==> config.mk <==
export PLATFORM = sky130hd
export DESIGN_NAME = buf_rights_mgr
export DESIGN_NICKNAME = d
export VERILOG_FILES = /design/src/rtl/buf_rights_pkg.sv /design/src/rtl/buf_rights_lookup.sv /design/src/rtl/buf_rights_first.sv /design/src/rtl/buf_rights_mgr.sv
export SDC_FILE = /design/constraint.sdc
export NUM_CORES = 2
export LEC_CHECK = 0
export ABC_AREA = 0
export BUFFER_PORTS_ARGS = -buffer_cell sky130_fd_sc_hd__buf_2
export CAP_MARGIN = 10
export CORE_UTILIZATION = 33
export DETAILED_ROUTE_END_ITERATION = 6
export PLACE_DENSITY_LB_ADDON = 0.25
export SYNTH_ARGS = -nofsm -noshare
export SYNTH_HDL_FRONTEND = slang
export SYNTH_SLANG_ARGS = --single-unit
==> constraint.sdc <==
create_clock -name clk -period 12.1 [get_ports clk]
set_clock_uncertainty 0.15 [all_clocks]
set_input_delay 1.815 -clock clk [delete_from_list [all_inputs] [get_ports clk]]
set_output_delay 1.815 -clock clk [all_outputs]
set_load 0.02 [all_outputs]
==> src/rtl/buf_rights_pkg.sv <==
package buf_rights_pkg;
  typedef enum logic [2:0] {
    OP_ALLOC  = 3'd0,
    OP_ACQ_WR = 3'd1,
    OP_ACQ_RD = 3'd2,
    OP_REL    = 3'd3,
    OP_FREE   = 3'd4
  } op_e;

  typedef enum logic [1:0] {
    RSP_GRANT    = 2'd0,
    RSP_NO_ENTRY = 2'd1,
    RSP_NO_SPACE = 2'd2,
    RSP_NOT_HOLD = 2'd3
  } rsp_e;
endpackage

==> src/rtl/buf_rights_lookup.sv <==
module buf_rights_lookup #(
  parameter int NENT = 16,
  parameter int DIDW = 8,
  localparam int EW = $clog2(NENT)
) (
  input  logic [NENT-1:0]      vld,
  input  logic [NENT*DIDW-1:0] dids,
  input  logic [DIDW-1:0]      key,
  output logic                 hit,
  output logic [EW-1:0]        idx
);
  always_comb begin
    hit = 1'b0;
    idx = '0;
    for (int e = NENT - 1; e >= 0; e--) begin
      if (vld[e] && dids[e*DIDW +: DIDW] == key) begin
        hit = 1'b1;
        idx = EW'(e);
      end
    end
  end
endmodule

==> src/rtl/buf_rights_first.sv <==
module buf_rights_first #(
  parameter int W = 16,
  localparam int IW = (W > 1) ? $clog2(W) : 1
) (
  input  logic [W-1:0]  bits,
  output logic          found,
  output logic [IW-1:0] idx
);
  always_comb begin
    found = 1'b0;
    idx   = '0;
    for (int e = W - 1; e >= 0; e--) begin
      if (bits[e]) begin
        found = 1'b1;
        idx   = IW'(e);
      end
    end
  end
endmodule

==> src/rtl/buf_rights_mgr.sv <==
module buf_rights_mgr
  import buf_rights_pkg::*;
#(
  parameter int NREQ  = 4,
  parameter int NENT  = 16,
  parameter int NPAGE = 16,
  parameter int TIDW  = 8,
  parameter int DIDW  = 8,
  parameter int CNTW  = 8,
  localparam int EW  = $clog2(NENT),
  localparam int PGW = $clog2(NPAGE),
  localparam int RW  = $clog2(NREQ)
) (
  input  logic                 clk,
  input  logic                 rst,
  input  logic [NREQ-1:0]      req_valid,
  input  logic [3*NREQ-1:0]    req_op,
  input  logic [TIDW*NREQ-1:0] req_task,
  input  logic [DIDW*NREQ-1:0] req_did,
  output logic [NREQ-1:0]      rsp_valid,
  output logic [1:0]           rsp_code,
  output logic [PGW-1:0]       rsp_page
);
  // rights table
  logic [NENT-1:0]      ent_vld;
  logic [NENT-1:0]      ent_wr;
  logic [NENT*DIDW-1:0] ent_did;
  logic [TIDW-1:0]      ent_wtask [NENT];
  logic [PGW-1:0]       ent_page  [NENT];
  logic [CNTW-1:0]      ent_rd    [NENT];
  logic [CNTW-1:0]      ent_cons  [NENT];
  logic [NPAGE-1:0]     page_used;
  logic [NENT-1:0]      rd_busy;

  always_comb
    for (int e = 0; e < NENT; e++) rd_busy[e] = ent_vld[e] && (ent_rd[e] != '0);

  // per-port lookup
  logic [NREQ-1:0] hit;
  logic [EW-1:0]   hidx [NREQ];

  for (genvar g = 0; g < NREQ; g++) begin : g_look
    buf_rights_lookup #(.NENT(NENT), .DIDW(DIDW)) u_look (
      .vld (ent_vld),
      .dids(ent_did),
      .key (req_did[g*DIDW +: DIDW]),
      .hit (hit[g]),
      .idx (hidx[g])
    );
  end

  // a request can complete unless it is an acquire held back by a right
  logic [NREQ-1:0] ready;
  always_comb begin
    for (int i = 0; i < NREQ; i++) begin
      logic blk;
      blk = 1'b0;
      case (op_e'(req_op[i*3 +: 3]))
        OP_ACQ_WR: blk = hit[i] && (ent_wr[hidx[i]] || ent_rd[hidx[i]] != '0);
        OP_ACQ_RD: blk = hit[i] && ent_wr[hidx[i]];
        default:   blk = 1'b0;
      endcase
      ready[i] = req_valid[i] && !rsp_valid[i] && !blk;
    end
  end

  logic          sel_any;
  logic [RW-1:0] sel;
  logic          efree_any, pfree_any;
  logic [EW-1:0] efree;
  logic [PGW-1:0] pfree;

  buf_rights_first #(.W(NREQ))  u_arb  (.bits(ready),      .found(sel_any),   .idx(sel));
  buf_rights_first #(.W(NENT))  u_efre (.bits(~ent_vld),   .found(efree_any), .idx(efree));
  buf_rights_first #(.W(NPAGE)) u_pfre (.bits(~page_used), .found(pfree_any), .idx(pfree));

  op_e             s_op;
  logic [TIDW-1:0] s_task;
  logic [DIDW-1:0] s_did;
  logic            s_hit;
  logic [EW-1:0]   s_e;
  always_comb begin
    s_op   = op_e'(req_op[sel*3 +: 3]);
    s_task = req_task[sel*TIDW +: TIDW];
    s_did  = req_did[sel*DIDW +: DIDW];
    s_hit  = hit[sel];
    s_e    = hidx[sel];
  end

  always_ff @(posedge clk) begin
    if (rst) begin
      ent_vld   <= '0;
      ent_wr    <= '0;
      ent_did   <= '0;
      page_used <= '0;
      rsp_valid <= '0;
      rsp_code  <= '0;
      rsp_page  <= '0;
      for (int e = 0; e < NENT; e++) begin
        ent_wtask[e] <= '0;
        ent_page[e]  <= '0;
        ent_rd[e]    <= '0;
        ent_cons[e]  <= '0;
      end
    end else begin
      rsp_valid <= '0;
      if (sel_any) begin
        rsp_valid[sel] <= 1'b1;
        rsp_page       <= s_hit ? ent_page[s_e] : '0;
        rsp_code       <= RSP_GRANT;
        if (!s_hit && s_op != OP_ALLOC) begin
          rsp_code <= RSP_NO_ENTRY;
        end else begin
          case (s_op)
            OP_ALLOC: begin
              if (!s_hit) begin
                if (efree_any && pfree_any) begin
                  ent_vld[efree]                <= 1'b1;
                  ent_wr[efree]                 <= 1'b0;
                  ent_did[efree*DIDW +: DIDW]   <= s_did;
                  ent_page[efree]               <= pfree;
                  ent_rd[efree]                 <= '0;
                  ent_cons[efree]               <= CNTW'(1);
                  page_used[pfree]              <= 1'b1;
                  rsp_page                      <= pfree;
                end else begin
                  rsp_code <= RSP_NO_SPACE;
                end
              end
            end
            OP_ACQ_WR: begin
              ent_wr[s_e]    <= 1'b1;
              ent_wtask[s_e] <= s_task;
            end
            OP_ACQ_RD: begin
              ent_rd[s_e]   <= ent_rd[s_e] + 1'b1;
              ent_cons[s_e] <= ent_cons[s_e] + 1'b1;
            end
            OP_REL: begin
              if (ent_wr[s_e] && ent_wtask[s_e] == s_task) ent_wr[s_e] <= 1'b0;
              else if (ent_rd[s_e] != '0) ent_rd[s_e] <= ent_rd[s_e] - 1'b1;
              else rsp_code <= RSP_NOT_HOLD;
            end
            OP_FREE: begin
              if (ent_cons[s_e] > CNTW'(1)) begin
                ent_cons[s_e] <= ent_cons[s_e] - 1'b1;
              end else begin
                ent_vld[s_e]             <= 1'b0;
                ent_wr[s_e]              <= 1'b0;
                ent_rd[s_e]              <= '0;
                page_used[ent_page[s_e]] <= 1'b0;
              end
            end
            default: rsp_code <= RSP_NO_ENTRY;
          endcase
        end
      end
    end
  end
endmodule

==> results.cfg <==
[outcome]
outcome = finished clean

[timing]
max-slew-margin-rel_pct = 18.38
rsz0062_at_grt = no
timing.fmax_mhz = 87.04
worst-slew-pin-transition_ns = 1.220
final-hold-violation-count = 0
finalSetupViolCount = 0
timing.final.crit_share_pct = 94.95
slew_viol_final = 0
finalSetupTns_ns = 0
period_minus_slack_ns = 11.49

[clock_network]
post_cts_buffers = 0
cts_resized = 0
postCtsHoldBufs = 0
cts-root-to-sink-buffers = 3
ctsHtreeMaxLevel = 3
root_buffer = sky130_fd_sc_hd__clkbuf_16
tritoncts = done
clock_sinks = 634
clkSlewWorstSetupHoldPaths_ns = 0.06
insertion_delay_ns = 0.68
number_of_buffers_created_by_cts = 74

[yosys]
netlist_instances = 4497
dominant_register_cell_in_the_synthesized_netlist = sky130_fd_sc_hd__edfxtp_1
synth.ff_latch_count = 634
synth.yosys.warnings = 0
synth-edff-count = 448
mappedNetlistNets = 4594
yosys.area.top_type = sky130_fd_sc_hd__edfxtp_1
synth.avg_cell_area_um2 = 9.140
most_instantiated_library_cell_after_synthesis = sky130_fd_sc_hd__nor2_1
synth_top_cell_area_share_pct = 32.73
synth_cell_area_mm2 = 0.04110
synthArstFlopShare_pct = 0
synth_top_cells_by_area = sky130_fd_sc_hd__edfxtp_1 (33%), sky130_fd_sc_hd__xnor2_1 (9.9%), sky130_fd_sc_hd__dfxtp_1 (9.1%), sky130_fd_sc_hd__mux2i_1 (6.9%), sky130_fd_sc_hd__nor2_1 (6.3%)
synth.cells.most_frequent = sky130_fd_sc_hd__nor2_1 (693), sky130_fd_sc_hd__nand2_1 (470), sky130_fd_sc_hd__xnor2_1 (465), sky130_fd_sc_hd__edfxtp_1 (448), sky130_fd_sc_hd__mux2i_1 (282)
share_of_synthesized_area_occupied_by_flip_flops_and_latches_pct = 41.79
synth_cell_types = 123

[power]
pwr_density_cell_mw_per_mm2 = 130.2
leakagePower_nw = 15.69
worst_ir_drop_vdd_mv = 0.1062

[die]
chip_height_um = 354.9
die_area_mm2 = 0.1260
num_rows = 129
floorplan.die.width_um = 354.9
pin_count = 92
floorplan.initialDensity_pct = 33.24
core_region_area_mm2 = 0.1236

[place]
dp_hpwl_um = 124900
placedInstanceArea_mm2 = 0.04340
globalplace.congestion = 0.9989
io_buffer_count = 91
post-place-cells = 6040

[critical_path]
crit_path_max_fanout = 36
cpMostUsedCell = sky130_fd_sc_hd__a211oi_1
ff2ff_path_depth = 33
critPathCaptureType = register
worstPathRequired_ns = 12.43
setup.worst_path.start = req_did[0]
worst_r2r_endpoint = ent_rd[1][7]$_SDFFCE_PN0P_
reg2reg_slack_ns = 1.91
timing.critical_path.slowest_cell_delay_ns = 0.96
setup.worst_path.start_class = input pin
timing.critical_path.slowest_stage_cell = sky130_fd_sc_hd__nor3_1
rr_startpoint = ent_did[35]$_SDFFE_PP0P_
cp_data_arrival_time_ns = 11.81
worstSetupPathType = input pin to register

[routing]
drc = 0
avgViaCountPerCell = 5.780
top_signal_layer_used = met5
met3RoutedLength_um = 12800
route.met2.wl_um = 73250
drtAntennaViolNets = 0
number_of_vias_in_the_routed_layout = 35720
route.final.wire_length_um = 168400
detailedRoute.firstPassIterationCount = 6
wire_per_inst_um = 27.26
wl_met1_um = 72410
dr.first_iter.drc_count = 4468

[global_routing]
grt_max_degree = 102
first_global_vias = 33980
first_pass_grt_wire_length_um = 243500
antenna_found_initial = 7
track_usage_pct = 26.20
grt.overflow.total = 0

[run]
max_cap_viol_count = 0

[layout]
fin_nets = 4576
drive_above_1_share_pct = 12.49
layout.cells.non_filler = 6180
final_standard_cell_area_without_fillers_mm2 = 0.04586
area.growth.synth_to_final_pct = 11.57
filler_cell_count = 12530

[worst_hold_path]
hold_startpoint = page_used[13]$_SDFFE_PP0P_
hold_path.class = register to register
min_path_cells = 2
min_delay_worst_endpoint = page_used[13]$_SDFFE_PP0P_
cells by family after synthesis:
logic type	count (synthesis)	share of synthesized area, %
flops	634	41.79
compound gates	670	11.69
mux	304	7.519
simple gates	1909	21.74
buf+inv	437	5.534
fa+ha+maj	15	0.4749
xor+xnor	528	11.25
state kept, by name (all words and copies together), names as in the netlist:
signal and cells:
ent_cons 128, ent_did 128, ent_page 64, ent_rd 128, ent_vld 16, ent_wr 16, ent_wtask 128, page_used 16
rsp_code 2, rsp_page 4, rsp_valid 4
per-stage QoR:
step                hold WS (ns)  util (%)  total power [W]  setup slack [ns]
finish                    0.3955     37.09         0.005970            0.6113
global route              0.4386     37.08         0.006152            0.3418
CTS                       0.3994     37.08         0.005972            0.9781
detailed placement        0.3875     35.10         0.003726            0.3070
global placement          0.3896     35.10         0.003724            0.2026
floorplan                 0.3433         -         0.003253             2.584
per-layer routing:
| layer | GRT usage, % | up-vias |
|---|---|---|
| met4 | 14.17 | 6 |
| met5 | 0 | - |
| met3 | 3.564 | 413 |
| li1 | - | 16010 |
| met2 | 39.85 | 1718 |
| met1 | 35.95 | 17570 |
power by group:
group | total, W | internal, W | switching (W)
clock | 0.00225 | 0.00127 | 0.000981
combinational | 0.00128 | 0.000406 | 0.000873
sequential | 0.00244 | 0.00239 | 0.0000478
total | 0.00597 | 0.00407 | 0.00190
worst max-delay path by stage:
| stage | endpoint | slack, ns | depth (start not counted) |
|---|---|---|---|
| 6_report | ent_rd[1][7]$_SDFFCE_PN0P_ | 0.61 | 34 |
| 3_5_place_dp | ent_rd[1][7]$_SDFFCE_PN0P_ | 0.31 | 34 |
| 5_1_grt | ent_rd[1][7]$_SDFFCE_PN0P_ | 0.34 | 34 |
| 3_3_place_gp | ent_rd[3][7]$_SDFFCE_PN0P_ | 0.20 | 34 |
| 4_1_cts | ent_rd[0][7]$_SDFFCE_PN0P_ | 0.98 | 34 |
| 2_1_floorplan | ent_rd[12][7]$_SDFFCE_PN0P_ | 2.58 | 36 |
area by class of cell:
| type | instances | area [um^2] | area share, % |
|---|---|---|---|
| diodes | 4 | 10.01 | 0.02183 |
| flip-flops and latches | 634 | 17180 | 37.46 |
| clock inverters | 30 | 345.3 | 0.7531 |
| multi-input cells | 3426 | 21760 | 47.46 |
| repair buffers | 301 | 2251 | 4.909 |
| well taps | 1637 | 2048 | 4.467 |
| clock buffers | 106 | 2103 | 4.587 |
| inverters | 42 | 157.7 | 0.3438 |
cell usage in the layout (no fill, tap or decap), types with 63 or more instances in the layout:
cell type and instances:
sky130_fd_sc_hd__dfxtp_1 186, sky130_fd_sc_hd__xnor2_1 465, sky130_fd_sc_hd__nand2_1 469, sky130_fd_sc_hd__xor2_1 63, sky130_fd_sc_hd__mux2i_1 282, sky130_fd_sc_hd__nand3_1 178
sky130_fd_sc_hd__nand4_1 106, sky130_fd_sc_hd__nor4_1 76, sky130_fd_sc_hd__o21ai_0 82, sky130_fd_sc_hd__clkbuf_16 75, sky130_fd_sc_hd__nor2_1 692, sky130_fd_sc_hd__a21oi_1 155
sky130_fd_sc_hd__buf_2 90, sky130_fd_sc_hd__a211oi_1 64, sky130_fd_sc_hd__buf_4 193, sky130_fd_sc_hd__nor3_1 145, sky130_fd_sc_hd__edfxtp_1 448
worst max-delay path: cells and delay by family:
family / cells / cell delay [ns]
AO/OA/AOI/OAI: 10 / 2.45
multiplexers: 2 / 0.98
AND/OR/NAND/NOR: 14 / 4.51
buffers and inverters: 5 / 1.28
XOR/XNOR: 2 / 0.35
adder cells (fa/ha/maj): 1 / 0.33
(Power assumes the default switching activity.)
